### config.mk
export PLATFORM = sky130hd
export DESIGN_NAME = cbf_fetch_unit
export DESIGN_NICKNAME = d
export VERILOG_FILES = /design/src/rtl/cbf_pkg.sv /design/src/rtl/cbf_interchange.sv /design/src/rtl/cbf_collapse.sv /design/src/rtl/cbf_fetch_unit.sv
export SDC_FILE = /design/constraint.sdc
export NUM_CORES = 1
export LEC_CHECK = 0
export BUFFER_PORTS_ARGS = -buffer_cell sky130_fd_sc_hd__buf_2
export CAP_MARGIN = 20
export CORE_UTILIZATION = 35
export CTS_BUF_LIST = sky130_fd_sc_hd__clkbuf_8
export DETAILED_ROUTE_END_ITERATION = 7
export GPL_ROUTABILITY_DRIVEN = 0
export PLACE_DENSITY = 0.58
export SLEW_MARGIN = 20
export SYNTH_ARGS = -nofsm -noshare
export SYNTH_HDL_FRONTEND = slang
export SYNTH_HIERARCHICAL = 1
export SYNTH_SLANG_ARGS = --single-unit
### constraint.sdc
create_clock -name clk -period 5.6 [get_ports clk]
set_input_delay 0.56 -clock clk [delete_from_list [all_inputs] [get_ports clk]]
set_output_delay 0.56 -clock clk [all_outputs]
set_load 0.05 [all_outputs]
### src/rtl/cbf_pkg.sv
// Package: shared defaults for the collapsing fetch packer.
// Assumes: every instance takes its geometry from these values unless overridden.
package cbf_pkg;
    localparam int unsigned CBF_INSN_W     = 32;
    localparam int unsigned CBF_LINE_SLOTS = 4;
endpackage

### src/rtl/cbf_interchange.sv
// Module: cbf_interchange
// Puts the two bank lines, with their slot masks, into predicted program order.
// Assumes: sel_b1_first is valid in the same cycle as the lines; purely combinational.
module cbf_interchange #(
    parameter int unsigned INSN_W     = cbf_pkg::CBF_INSN_W,
    parameter int unsigned LINE_SLOTS = cbf_pkg::CBF_LINE_SLOTS,
    localparam int unsigned LINE_W    = INSN_W * LINE_SLOTS
) (
    input  logic [LINE_W-1:0]     b0_line,
    input  logic [LINE_W-1:0]     b1_line,
    input  logic [LINE_SLOTS-1:0] b0_mask,
    input  logic [LINE_SLOTS-1:0] b1_mask,
    input  logic                  sel_b1_first,
    output logic [LINE_W-1:0]     lead_line,
    output logic [LINE_W-1:0]     trail_line,
    output logic [LINE_SLOTS-1:0] lead_mask,
    output logic [LINE_SLOTS-1:0] trail_mask
);

    // Swap lines and masks as a pair when bank 1 leads.
    always_comb begin
        if (sel_b1_first) begin
            lead_line  = b1_line;
            lead_mask  = b1_mask;
            trail_line = b0_line;
            trail_mask = b0_mask;
        end else begin
            lead_line  = b0_line;
            lead_mask  = b0_mask;
            trail_line = b1_line;
            trail_mask = b1_mask;
        end
    end

    // The switch must neither create nor lose valid slots.
    always_comb begin
        p_mask_kept_r3: assert ($countones({lead_mask, trail_mask}) ==
                                $countones({b0_mask, b1_mask}));
    end

endmodule

### src/rtl/cbf_collapse.sv
// Module: cbf_collapse
// Packs the valid slots of an ordered slot array into consecutive low output slots.
// Assumes: slot 0 of the input is earliest in program order; purely combinational.
module cbf_collapse #(
    parameter int unsigned INSN_W = cbf_pkg::CBF_INSN_W,
    parameter int unsigned SLOTS  = 2 * cbf_pkg::CBF_LINE_SLOTS,
    localparam int unsigned CNT_W = $clog2(SLOTS + 1)
) (
    input  logic [SLOTS*INSN_W-1:0] slot_in,
    input  logic [SLOTS-1:0]        slot_ok,
    output logic [SLOTS*INSN_W-1:0] slot_out,
    output logic [CNT_W-1:0]        slot_cnt
);

    logic [CNT_W-1:0] dest [SLOTS];

    // Output position of each input slot: number of valid slots below it.
    always_comb begin
        logic [CNT_W-1:0] run;
        run = '0;
        for (int i = 0; i < SLOTS; i++) begin
            dest[i] = run;
            run     = run + CNT_W'(slot_ok[i]);
        end
        slot_cnt = run;
    end

    // Each output slot selects the one valid input whose position matches it.
    for (genvar j = 0; j < SLOTS; j++) begin : g_out
        always_comb begin
            slot_out[j*INSN_W +: INSN_W] = '0;
            for (int i = j; i < SLOTS; i++) begin
                if (slot_ok[i] && dest[i] == CNT_W'(j))
                    slot_out[j*INSN_W +: INSN_W] = slot_in[i*INSN_W +: INSN_W];
            end
        end
    end

endmodule

### src/rtl/cbf_fetch_unit.sv
// Module: cbf_fetch_unit (top)
// Orders two same-cycle bank lines, collapses off-path slots, and registers the packet.
// Assumes: masks already clear slots before the entry point and after a taken branch.
module cbf_fetch_unit #(
    parameter int unsigned INSN_W     = cbf_pkg::CBF_INSN_W,
    parameter int unsigned LINE_SLOTS = cbf_pkg::CBF_LINE_SLOTS,
    localparam int unsigned LINE_W    = INSN_W * LINE_SLOTS,
    localparam int unsigned PKT_SLOTS = 2 * LINE_SLOTS,
    localparam int unsigned CNT_W     = $clog2(PKT_SLOTS + 1)
) (
    input  logic                        clk,
    input  logic                        rst_n,
    input  logic                        fetch_vld,
    input  logic [LINE_W-1:0]           bank0_line,
    input  logic [LINE_W-1:0]           bank1_line,
    input  logic [LINE_SLOTS-1:0]       bank0_mask,
    input  logic [LINE_SLOTS-1:0]       bank1_mask,
    input  logic                        bank1_first,
    output logic                        pkt_vld,
    output logic [PKT_SLOTS*INSN_W-1:0] pkt_insn,
    output logic [CNT_W-1:0]            pkt_cnt
);

    logic [LINE_W-1:0]           lead_line, trail_line;
    logic [LINE_SLOTS-1:0]       lead_mask, trail_mask;
    logic [PKT_SLOTS*INSN_W-1:0] packed_d;
    logic [CNT_W-1:0]            cnt_d;

    cbf_interchange #(.INSN_W(INSN_W), .LINE_SLOTS(LINE_SLOTS)) u_swap (
        .b0_line      (bank0_line),
        .b1_line      (bank1_line),
        .b0_mask      (bank0_mask),
        .b1_mask      (bank1_mask),
        .sel_b1_first (bank1_first),
        .lead_line    (lead_line),
        .trail_line   (trail_line),
        .lead_mask    (lead_mask),
        .trail_mask   (trail_mask)
    );

    cbf_collapse #(.INSN_W(INSN_W), .SLOTS(PKT_SLOTS)) u_pack (
        .slot_in  ({trail_line, lead_line}),
        .slot_ok  ({trail_mask, lead_mask}),
        .slot_out (packed_d),
        .slot_cnt (cnt_d)
    );

    // Output register: valid follows the request, data loads only on a request.
    always_ff @(posedge clk) begin
        if (!rst_n) begin
            pkt_vld  <= 1'b0;
            pkt_insn <= '0;
            pkt_cnt  <= '0;
        end else begin
            pkt_vld <= fetch_vld;
            if (fetch_vld) begin
                pkt_insn <= packed_d;
                pkt_cnt  <= cnt_d;
            end
        end
    end

    // reset clears the packet outputs.
    p_reset_clear_r1: assert property (@(posedge clk)
        !rst_n |=> (!pkt_vld && pkt_cnt == '0 && pkt_insn == '0));

    // one-cycle request-to-packet latency.
    p_vld_follows_r2: assert property (@(posedge clk) disable iff (!rst_n)
        fetch_vld |=> pkt_vld);

    // count matches the number of valid mask bits of the request.
    p_cnt_match_r5: assert property (@(posedge clk) disable iff (!rst_n)
        fetch_vld |=> (pkt_cnt == CNT_W'($countones($past({bank0_mask, bank1_mask})))));

    // idle cycles keep the packet contents.
    p_hold_idle_r9: assert property (@(posedge clk) disable iff (!rst_n)
        !fetch_vld |=> ($stable(pkt_insn) && $stable(pkt_cnt)));

    // slots at or above the count stay zero.
    for (genvar j = 0; j < PKT_SLOTS; j++) begin : g_tail_chk
        p_tail_zero_r6: assert property (@(posedge clk) disable iff (!rst_n)
            (pkt_cnt <= CNT_W'(j)) |-> (pkt_insn[j*INSN_W +: INSN_W] == '0));
    end

endmodule

# == Yosys cells after proc, flatten, opt, wreduce, memory -nomap -nowiden ==
# Index checks and enable logic that the tools add are counted.
# totals
input_bits,268
wordCells,119
ff_bits,261
out_inout_bits,261
# op_classes
addsub,7
n_reduce_logical,42
eq_ne,27
n_mux,40
# ops
cell,count
32-bit 2-to-1 mux,36
128-bit 2-to-1 mux,2
4-bit by 2-bit == test with 1-bit output (second input constant),11
4-bit by 3-bit == test with 1-bit output (second input constant),10
1-bit logical AND,35
4-bit logical NOT,7
4-bit by 1-bit adder with 4-bit output,6
4-bit by 1-bit == test with 1-bit output (second input constant),6
4-bit 2-to-1 mux,2
1-bit by 1-bit adder with 2-bit output,1

# == Logic depth before layout (Yosys ltp) ==
# Gate-level depths: netlist (run 1).
# logic_depth
depth_word,10
ltp_mapped,19
depth_no_buf,15

# == Modules after synthesis ==
# The synthesis (run 1) kept the hierarchy.
# by_module_without_submodules
mod,area_each_um2,seq_area_each_um2,cells_each,n_inst
cbf_collapse,13626.8,0.0,1954,1
cbf_fetch_unit,9869.5,5225.0,840,1
cbf_interchange,3357.0,0.0,293,1

# == Least setup slack after synthesis (run 1) ==
# No wires, ideal clock.
# synth_path
kind,input port to flip-flop
startpoint,input bank1_first
endpoint,register pkt_insn[65]
setup_slack_ps,417
setup_ps,117
n_path_buf,4
required_ps,5483
arrival_ps,5066
path_stages,18
path_cell_list,buf_6 > clkbuf_8 > mux2_2 > fa_1 > ha_1 > ha_1 > ha_1 > ha_1 > ha_1 > nand3b_1 > or4_1 > nor3_2 > or3_1 > buf_2 > buf_6 > o31ai_4 > mux2i_1 > nor2b_1
# synth_between
elab_chain_len,10
word_cells_on_any_way,28
classes_between,add/sub: 6; eq/ne: 6; mux: 10; reduce/logical: 6
# synth_rtl
element,line_no,text
start: declaration,cbf_fetch_unit.sv:18,"input logic bank1_first,"
4-bit 2-to-1 mux *,cbf_interchange.sv:22,if (sel_b1_first) begin
net lead_mask[0],cbf_fetch_unit.sv:25,"logic [LINE_SLOTS-1:0] lead_mask, trail_mask;"
1-bit by 1-bit adder with 2-bit output *,cbf_collapse.sv:23,run = run + CNT_W'(slot_ok[i]);
4-bit by 1-bit adder with 4-bit output or 4-bit by 2-bit == test with 1-bit output (tied branches),"cbf_collapse.sv:23, cbf_collapse.sv:33",
4-bit by 1-bit adder with 4-bit output (tied with other cells) (4 in series),cbf_collapse.sv:23,
4-bit by 2-bit == test with 1-bit output (tied with other cells),cbf_collapse.sv:33,if (slot_ok[i] && dest[i] == CNT_W'(j))
1-bit logical AND or 32-bit 2-to-1 mux (tied branches),cbf_collapse.sv:33,
32-bit 2-to-1 mux *,cbf_collapse.sv:33,
net packed_d[65],cbf_fetch_unit.sv:26,logic [PKT_SLOTS*INSN_W-1:0] packed_d;
end signal: assignment,cbf_fetch_unit.sv:57,pkt_insn <= packed_d;
end: declaration,cbf_fetch_unit.sv:20,"output logic [PKT_SLOTS*INSN_W-1:0] pkt_insn,"
# The timed path passes the listed nets; every way through them passes the cells marked *.
# A chain may end at the register's enable or synchronous reset.

# == Worst setup path in the final report (run 1) ==
# layout_path
startpoint,input bank1_first
endpoint,register pkt_insn[34]
# layout_between
elab_chain_len,10
word_cells_on_any_way,30
classes_between,add/sub: 6; eq/ne: 6; mux: 11; reduce/logical: 7
# layout_rtl
element,line_no
4-bit 2-to-1 mux *,cbf_interchange.sv:22
net lead_mask[0],cbf_fetch_unit.sv:25
1-bit by 1-bit adder with 2-bit output,cbf_collapse.sv:23
4-bit by 1-bit adder with 4-bit output or 4-bit by 1-bit == test with 1-bit output (tied branches),"cbf_collapse.sv:23, cbf_collapse.sv:33"
4-bit by 1-bit adder with 4-bit output (tied with other cells) (4 in series),cbf_collapse.sv:23
4-bit by 1-bit == test with 1-bit output (tied with other cells),cbf_collapse.sv:33
1-bit logical AND or 32-bit 2-to-1 mux (tied branches),cbf_collapse.sv:33
32-bit 2-to-1 mux *,cbf_collapse.sv:33
net packed_d[34],cbf_fetch_unit.sv:26
# Marks and branches as above.

==> results_dict.tcl, run 1 <==
set metrics [dict create \
    hold_violations 0 \
    cp.arrival_ns 5.33 \
    finClkSkew_ns 0 \
    portBuffers 528 \
    yosysTopAreaCell "dfxtp_1" \
    worst_setup_path_start_kind "input port" \
    cp-end-kind "flop" \
    leakagePower_nw 13.9 \
    multi_input_area_sq_mm 0.0197 \
    grt_setup_unrepaired "false" \
    design.core.area_sq_mm 0.0759 \
    ctsHoldBuffers 0 \
    synth.ff_latch_count 261 \
    fin_crit_sh 0.849 \
    drt-total-wl_mm 133 \
    yosys_warnings 6 \
    syn_inst 3087 \
    path_class "in -> reg" \
    grt_usage 0.327 \
    synth_common_cells "389 x mux2_2, 357 x mux2i_1, 262 x nor2b_1" \
    die_x_um 279 \
    powerDensity_mw_per_mm2 409 \
    area_delta_synth_final_pct 16.9 \
    yosysSeqAreaShare 0.195 \
    stdcell_area_sq_mm 0.0314 \
    irDropWorstVdd_mv 0.203 \
    nets 3727 \
    clockRootBuffer "clkbuf_8" \
    grt-ovfl-total 0 \
    drtIter0Drc 3380 \
    ys_async_sr_fraction 0 \
    clock-sinks 261 \
    htree_levels 2 \
    grt_pass1_vias 26361 \
    wl_per_cell_um 29.5 \
    violations "DRC" \
    cts_resized 0 \
    clock_path_buffers 3 \
    viasPerCell 6.20 \
    vias 27966 \
    drive_above_1_share 0.367 \
    tns_ns 0 \
    slew_headroom 0.178 \
    postCtsSetupBuffers 0 \
    ios 529 \
    n_fill_cell 7655 \
    place_area_sq_mm 0.0303 \
    hpwl_mm 92.7 \
    grt_max_degree 140 \
    syn_area_per_cell_sq_um 8.70 \
    die_area_sq_mm 0.0778 \
    cts_made_buffers 53 \
    placed_cells 4419 \
    hold_class "in -> reg" \
    yosysMostFrequentCell "mux2_2" \
    drc 41 \
    synth_top_area_frac 0.195 \
    synth-edff-count 0 \
    clk_pin_slew_worst_paths_ns 0.06 \
    syn_nets 3370 \
    die_h_um 279 \
    tightest_slew_ns 1.23 \
    initial_core_util 0.354 \
    antenna_found_initial 14 \
    max_freq_mhz 210 \
    row_count 101 \
    crit_required_ns 6.18 \
    clk_latency_ns 0.65 \
    syn_area_sq_mm 0.0269 \
    worstPathMaxFanout 15 \
    setup_viol 0 \
    hold_slack_ns 0.454 \
    cts_tree "built" \
    period_needed_ns 4.75 \
    outcome "finished with violations" \
    firstDrtPassIters 8 \
    final_cells 4513 \
    synth_cell_types 68 \
    cap_violations 0 \
    ant_nets 0 \
    synthTopCellsByArea "dfxtp_1 19%, mux2_2 16%, mux2i_1 13%" \
    grt_pass1_wl_mm 188 \
    report.final.slew_viol_count 0 \
    seq_area_sq_mm 0.00523 \
    synth_ff_type "dfxtp_1" \
]
critical path: stages:
cell,delay (ns)
buf_8,0.11
mux2_2,0.40
fa_2,0.59
ha_1,0.24
ha_1,0.31
ha_1,0.26
ha_1,0.34
ha_1,0.30
buf_4,0.17
nand3b_1,0.26
nor3_1,0.32
o21ai_4,0.09
and3_2,0.45
a31oi_1,0.61
mux2i_1,0.16
nor2b_1,0.13
cell usage in the layout (no fill, tap or decap), drive strengths merged, types with 34 or more instances in the layout:
| cell | instances |
|---|---|
| buf | 648 |
| mux2 | 426 |
| mux2i | 357 |
| nor2b | 262 |
| dfxtp | 261 |
| nand2 | 209 |
| nor3 | 203 |
| o31ai | 160 |
| a31oi | 128 |
| a211oi | 100 |
| inv | 80 |
| nand3 | 72 |
| nor2 | 69 |
| o211ai | 68 |
| and3 | 67 |
| clkbuf | 66 |
| a21oi | 40 |
| nand4 | 38 |
| o21ai | 38 |
| a211o | 34 |
per-stage QoR:
stage | setup slack (ns) | total power [mW] | utilization
2_1_floorplan | 0.417 | 7.98 | -
3_3_place_gp | 0.299 | 10.4 | 0.399
3_5_place_dp | 0.226 | 10.5 | 0.399
4_1_cts | 0.930 | 12.7 | 0.413
5_1_grt | 0.724 | 13.3 | 0.413
6_report | 0.847 | 12.8 | 0.413
power by group:
group | leakage, nW | switching [mW] | internal, mW
logic | 11.2 | 5.36 | 2.84
clock network | 0.629 | 0.982 | 1.24
registers | 2.12 | 0.237 | 2.19
total | 13.9 | 6.58 | 6.27
worst paths after layout:
kind | start | to | slack, ns | depth (start not counted)
worst max-delay path | bank1_first | pkt_insn[34]$_SDFFE_PN0P_ | 0.85 | 16
worst min-delay path | rst_n | pkt_insn[198]$_SDFFE_PN0P_ | 0.45 | 2
worst min register to register | pkt_insn[230]$_SDFFE_PN0P_ | pkt_insn[230]$_SDFFE_PN0P_ | 0.51 | 2
worst max register to register | pkt_insn[75]$_SDFFE_PN0P_ | pkt_insn[75]$_SDFFE_PN0P_ | 4.86 | 2
sequential cells by signal, summed over array words and instances, names as in the netlist:
| signal | count |
|---|---|
| pkt_cnt | 4 |
| pkt_vld | 1 |
| pkt_insn | 256 |
cell type report:
class	instances	share of cell area
antenna	3	0.000239
multi-input combinational	2412	0.629
timing repair buffer	648	0.120
clock buffer	66	0.0289
sequential	261	0.166
clock inverter	25	0.00685
tap	1030	0.0410
inverter	68	0.00813
cells by family (layout without fill, tap and decap cells):
| family | Yosys count | in the layout | synth area share |
|---|---|---|---|
| buffers and inverters | 414 | 807 | 0.0810 |
| xor gates and xnor gates | 9 | 9 | 0.00545 |
| other | 0 | 3 | 0 |
| AOI/OAI and AO/OA | 649 | 649 | 0.210 |
| muxes | 783 | 783 | 0.316 |
| adders and majority gates | 15 | 15 | 0.00727 |
| DFF | 261 | 261 | 0.195 |
| and+or+nand+nor | 956 | 956 | 0.186 |
per-layer routing:
metal  share of wire  vias to the layer above  global-route usage
met2            0.43                     2051               0.505
met4           0.056                       18               0.162
met5         0.00087                        -                   0
met3            0.11                      503              0.0952
met1            0.40                    13154               0.414
li1                -                    12240                   -
Note: power is estimated with default switching activity, not from simulation.
==> inputs of run 2 (changes only) <==
--- a/config.mk
+++ b/config.mk
@@ -5,13 +5,14 @@
 export SDC_FILE = /design/constraint.sdc
 export NUM_CORES = 1
 export LEC_CHECK = 0
+export ABC_AREA = 1
 export BUFFER_PORTS_ARGS = -buffer_cell sky130_fd_sc_hd__buf_2
 export CAP_MARGIN = 20
 export CORE_UTILIZATION = 35
 export CTS_BUF_LIST = sky130_fd_sc_hd__clkbuf_8
 export DETAILED_ROUTE_END_ITERATION = 7
 export GPL_ROUTABILITY_DRIVEN = 0
-export PLACE_DENSITY = 0.58
+export PLACE_DENSITY = 0.57
 export SLEW_MARGIN = 20
 export SYNTH_ARGS = -nofsm -noshare
 export SYNTH_HDL_FRONTEND = slang
==> constraint.sdc (replaced) <==
create_clock -name clk -period 4.4 [get_ports clk]
set_input_delay 0.44 -clock clk [delete_from_list [all_inputs] [get_ports clk]]
set_output_delay 0.44 -clock clk [all_outputs]
set_load 0.05 [all_outputs]
==> run 2 against run 1 <==
The run now ends clean. Core utilization down 1.0 points. Clock power is 12% higher. Sequential power rose by 17%. Highest routed layer unchanged. Sequential share of layout area decreased by 0.83 points. Cell count up 61%. Wire length rose by 2.2%. Clock-buffer cell count down 9. Clock skew did not move.
==> results_dict.tcl, run 2 <==
set metrics [dict create \
    outcome "complete, no violations" \
    fin_util 0.403 \
    ys_async_sr_fraction 0 \
    cap_violations 0 \
    postCtsSetupBuffers 0 \
    grt_max_degree 237 \
    worstPathMaxFanout 32 \
    grt_pass1_wl_mm 203 \
    syn_area_sq_mm 0.0290 \
    n_fill_cell 9503 \
    ios 529 \
    ant_nets 0 \
    clock_path_buffers 3 \
    clock-sinks 261 \
    nets 6444 \
    grt_pass1_vias 35777 \
    finClkSkew_ns 0 \
    cp-end-kind "flop" \
    max_freq_mhz 266 \
    cp.arrival_ns 4.26 \
    synth_top_area_frac 0.378 \
    hold_violations 0 \
    design.core.area_sq_mm 0.0820 \
    hold_slack_ns 0.431 \
    period_needed_ns 3.76 \
    drt-total-wl_mm 136 \
    worst_setup_path_start_kind "input port" \
    grt_setup_unrepaired "false" \
    largest_reg_flops 256 \
    wl_per_cell_um 18.7 \
    pre_cts_ws_ns 0.0382 \
    clockRootBuffer "clkbuf_8" \
    synth-edff-count 0 \
    irDropWorstVdd_mv 0.244 \
    syn_nets 6189 \
    htree_levels 2 \
    antenna_found_initial 9 \
    critPathMaxStageDelay_ns 0.63 \
    syn_area_per_cell_sq_um 4.90 \
    clk_latency_ns 0.62 \
    viasPerCell 5.25 \
    powerDensity_mw_per_mm2 429 \
    layout_setup_ws_ns 0.641 \
    synth_cell_types 26 \
    leakagePower_nw 19.9 \
    row_count 105 \
    stdcell_area_sq_mm 0.0331 \
    mostFrequentLayoutCells "2915 x nand2_1, 738 x nor2_1, 720 x nand3_1, 525 x buf_2, 502 x inv_1" \
    ctsHoldBuffers 0 \
    crit_buf_inv 5 \
    yosysSeqAreaShare 0.180 \
    area_delta_synth_final_pct 14.1 \
    regMostFlops "pkt_insn" \
    die_area_sq_mm 0.0839 \
    yosysTopAreaCell "nand2_1" \
    firstDrtPassIters 6 \
    synth_ff_type "dfxtp_1" \
    tightest_slew_ns 1.09 \
    hold_class "in -> reg" \
    vias 38116 \
    synthTopCellsByArea "nand2_1 38%, dfxtp_1 18%, nand3_1 12%" \
    die_x_um 290 \
    portBuffers 528 \
    drc 0 \
    crit_path_frequent_cell "nand2_1" \
    tns_ns 0 \
    yosys_warnings 6 \
    synth_common_cells "2917 x nand2_1, 752 x nor2_1, 720 x nand3_1" \
    final_common_cell "nand2_1" \
    critPathTopFamily "adder cells" \
    syn_inst 5906 \
    top_regs "pkt_insn x256, pkt_cnt x4, pkt_vld x1" \
    yosysMostFrequentCell "nand2_1" \
    crit_required_ns 4.91 \
    crit_slowest_cell "fa_1" \
    drive_above_1_share 0.129 \
    cts_resized 0 \
    clk_pin_slew_worst_paths_ns 0.06 \
    synth.ff_latch_count 261 \
    cts_tree "built" \
    hpwl_mm 106 \
    fin_crit_sh 0.854 \
    grt-ovfl-total 0 \
    initial_core_util 0.353 \
    grt_usage 0.314 \
    path_cells "buf_6 > inv_6 > nand2_1 > nand2_1 > fa_1 > ha_1 > ha_1 > ha_1 > ha_1 > buf_4 > nor3_2 > nand3_1 > buf_12 > nand2_1 > nand2_1 > nand2_1 > nand2_1 > inv_1 > nand2_1 > nand2_1 > nor2_1" \
    path_class "in -> reg" \
    cts_made_buffers 47 \
    die_h_um 290 \
    report.final.slew_viol_count 0 \
    drtIter0Drc 3735 \
    slew_headroom 0.274 \
    setup_viol 0 \
    place_area_sq_mm 0.0321 \
]
==> run 2: cell count changes after synthesis, moves of 126 or more <==
cell	change
nand2_1	+2708
nor2_1	+683
nand3_1	+648
inv_1	+424
mux2_2	-389
mux2i_1	-357
nor2b_1	-262
nor3_1	-190
a31oi_1	-128
nand4_1	+126
==> run 2: report_power, final <==
group	internal [mW]	switching (mW)
clock network	1.35	1.13
registers	2.64	0.210
logic	2.50	6.34
==> run 2: path summary, 6_finish.rpt <==
path / from / to / slack (ns) / cells after the start
min reg2reg: pkt_insn[238]$_SDFFE_PN0P_ / pkt_insn[238]$_SDFFE_PN0P_ / 0.47 / 2
min: fetch_vld / pkt_insn[131]$_SDFFE_PN0P_ / 0.43 / 3
max: bank1_first / pkt_insn[43]$_SDFFE_PN0P_ / 0.64 / 21
max reg2reg: pkt_insn[15]$_SDFFE_PN0P_ / pkt_insn[15]$_SDFFE_PN0P_ / 3.62 / 2
==> run 2: worst min-delay path, stage by stage <==
cell,delay [ns]
buf_8,0.29
nor2_1,0.20
nor2_1,0.05
==> run 2: cell type report <==
type / instances / area (sq um) / share of cell area
repair buffers: 678 / 4330 / 0.131
inverters: 497 / 1870 / 0.0566
multi-input cells: 4676 / 19300 / 0.584
flip-flops and latches: 261 / 5230 / 0.158
diodes: 5 / 12.5 / 0.000379
clock buffers: 57 / 785 / 0.0237
well taps: 1070 / 1340 / 0.0405
clock inverters: 23 / 185 / 0.00560
==> run 2: cells by family (layout without fill, tap and decap cells) <==
kind of cell | after synthesis | in the layout | synth area share
simple gates | 4580 | 4580 | 0.642
buf+inv | 969 | 1255 | 0.157
xor+xnor | 2 | 2 | 0.000605
flops | 261 | 261 | 0.180
compound gates | 79 | 79 | 0.0136
other cells | 0 | 5 | 0
fa+ha+maj | 15 | 15 | 0.00674
==> run 2: metrics by stage <==
step	power, mW	cells
after floorplan	8.82	5906
after global placement	11.5	7182
after detailed placement	11.5	7182
after CTS	14.0	7262
after global routing	15.1	7262
final	14.2	7267
==> run 2: metal layers <==
| layer | global-route usage | share of wire | vias up | wire length, um |
|---|---|---|---|---|
| met1 | 0.343 | 0.36 | 17350 | 49600 |
| met5 | 0 | 0.00024 | - | 32 |
| li1 | - | - | 18514 | - |
| met3 | 0.0425 | 0.069 | 496 | 9450 |
| met4 | 0.220 | 0.078 | 6 | 10600 |
| met2 | 0.561 | 0.49 | 1750 | 66400 |
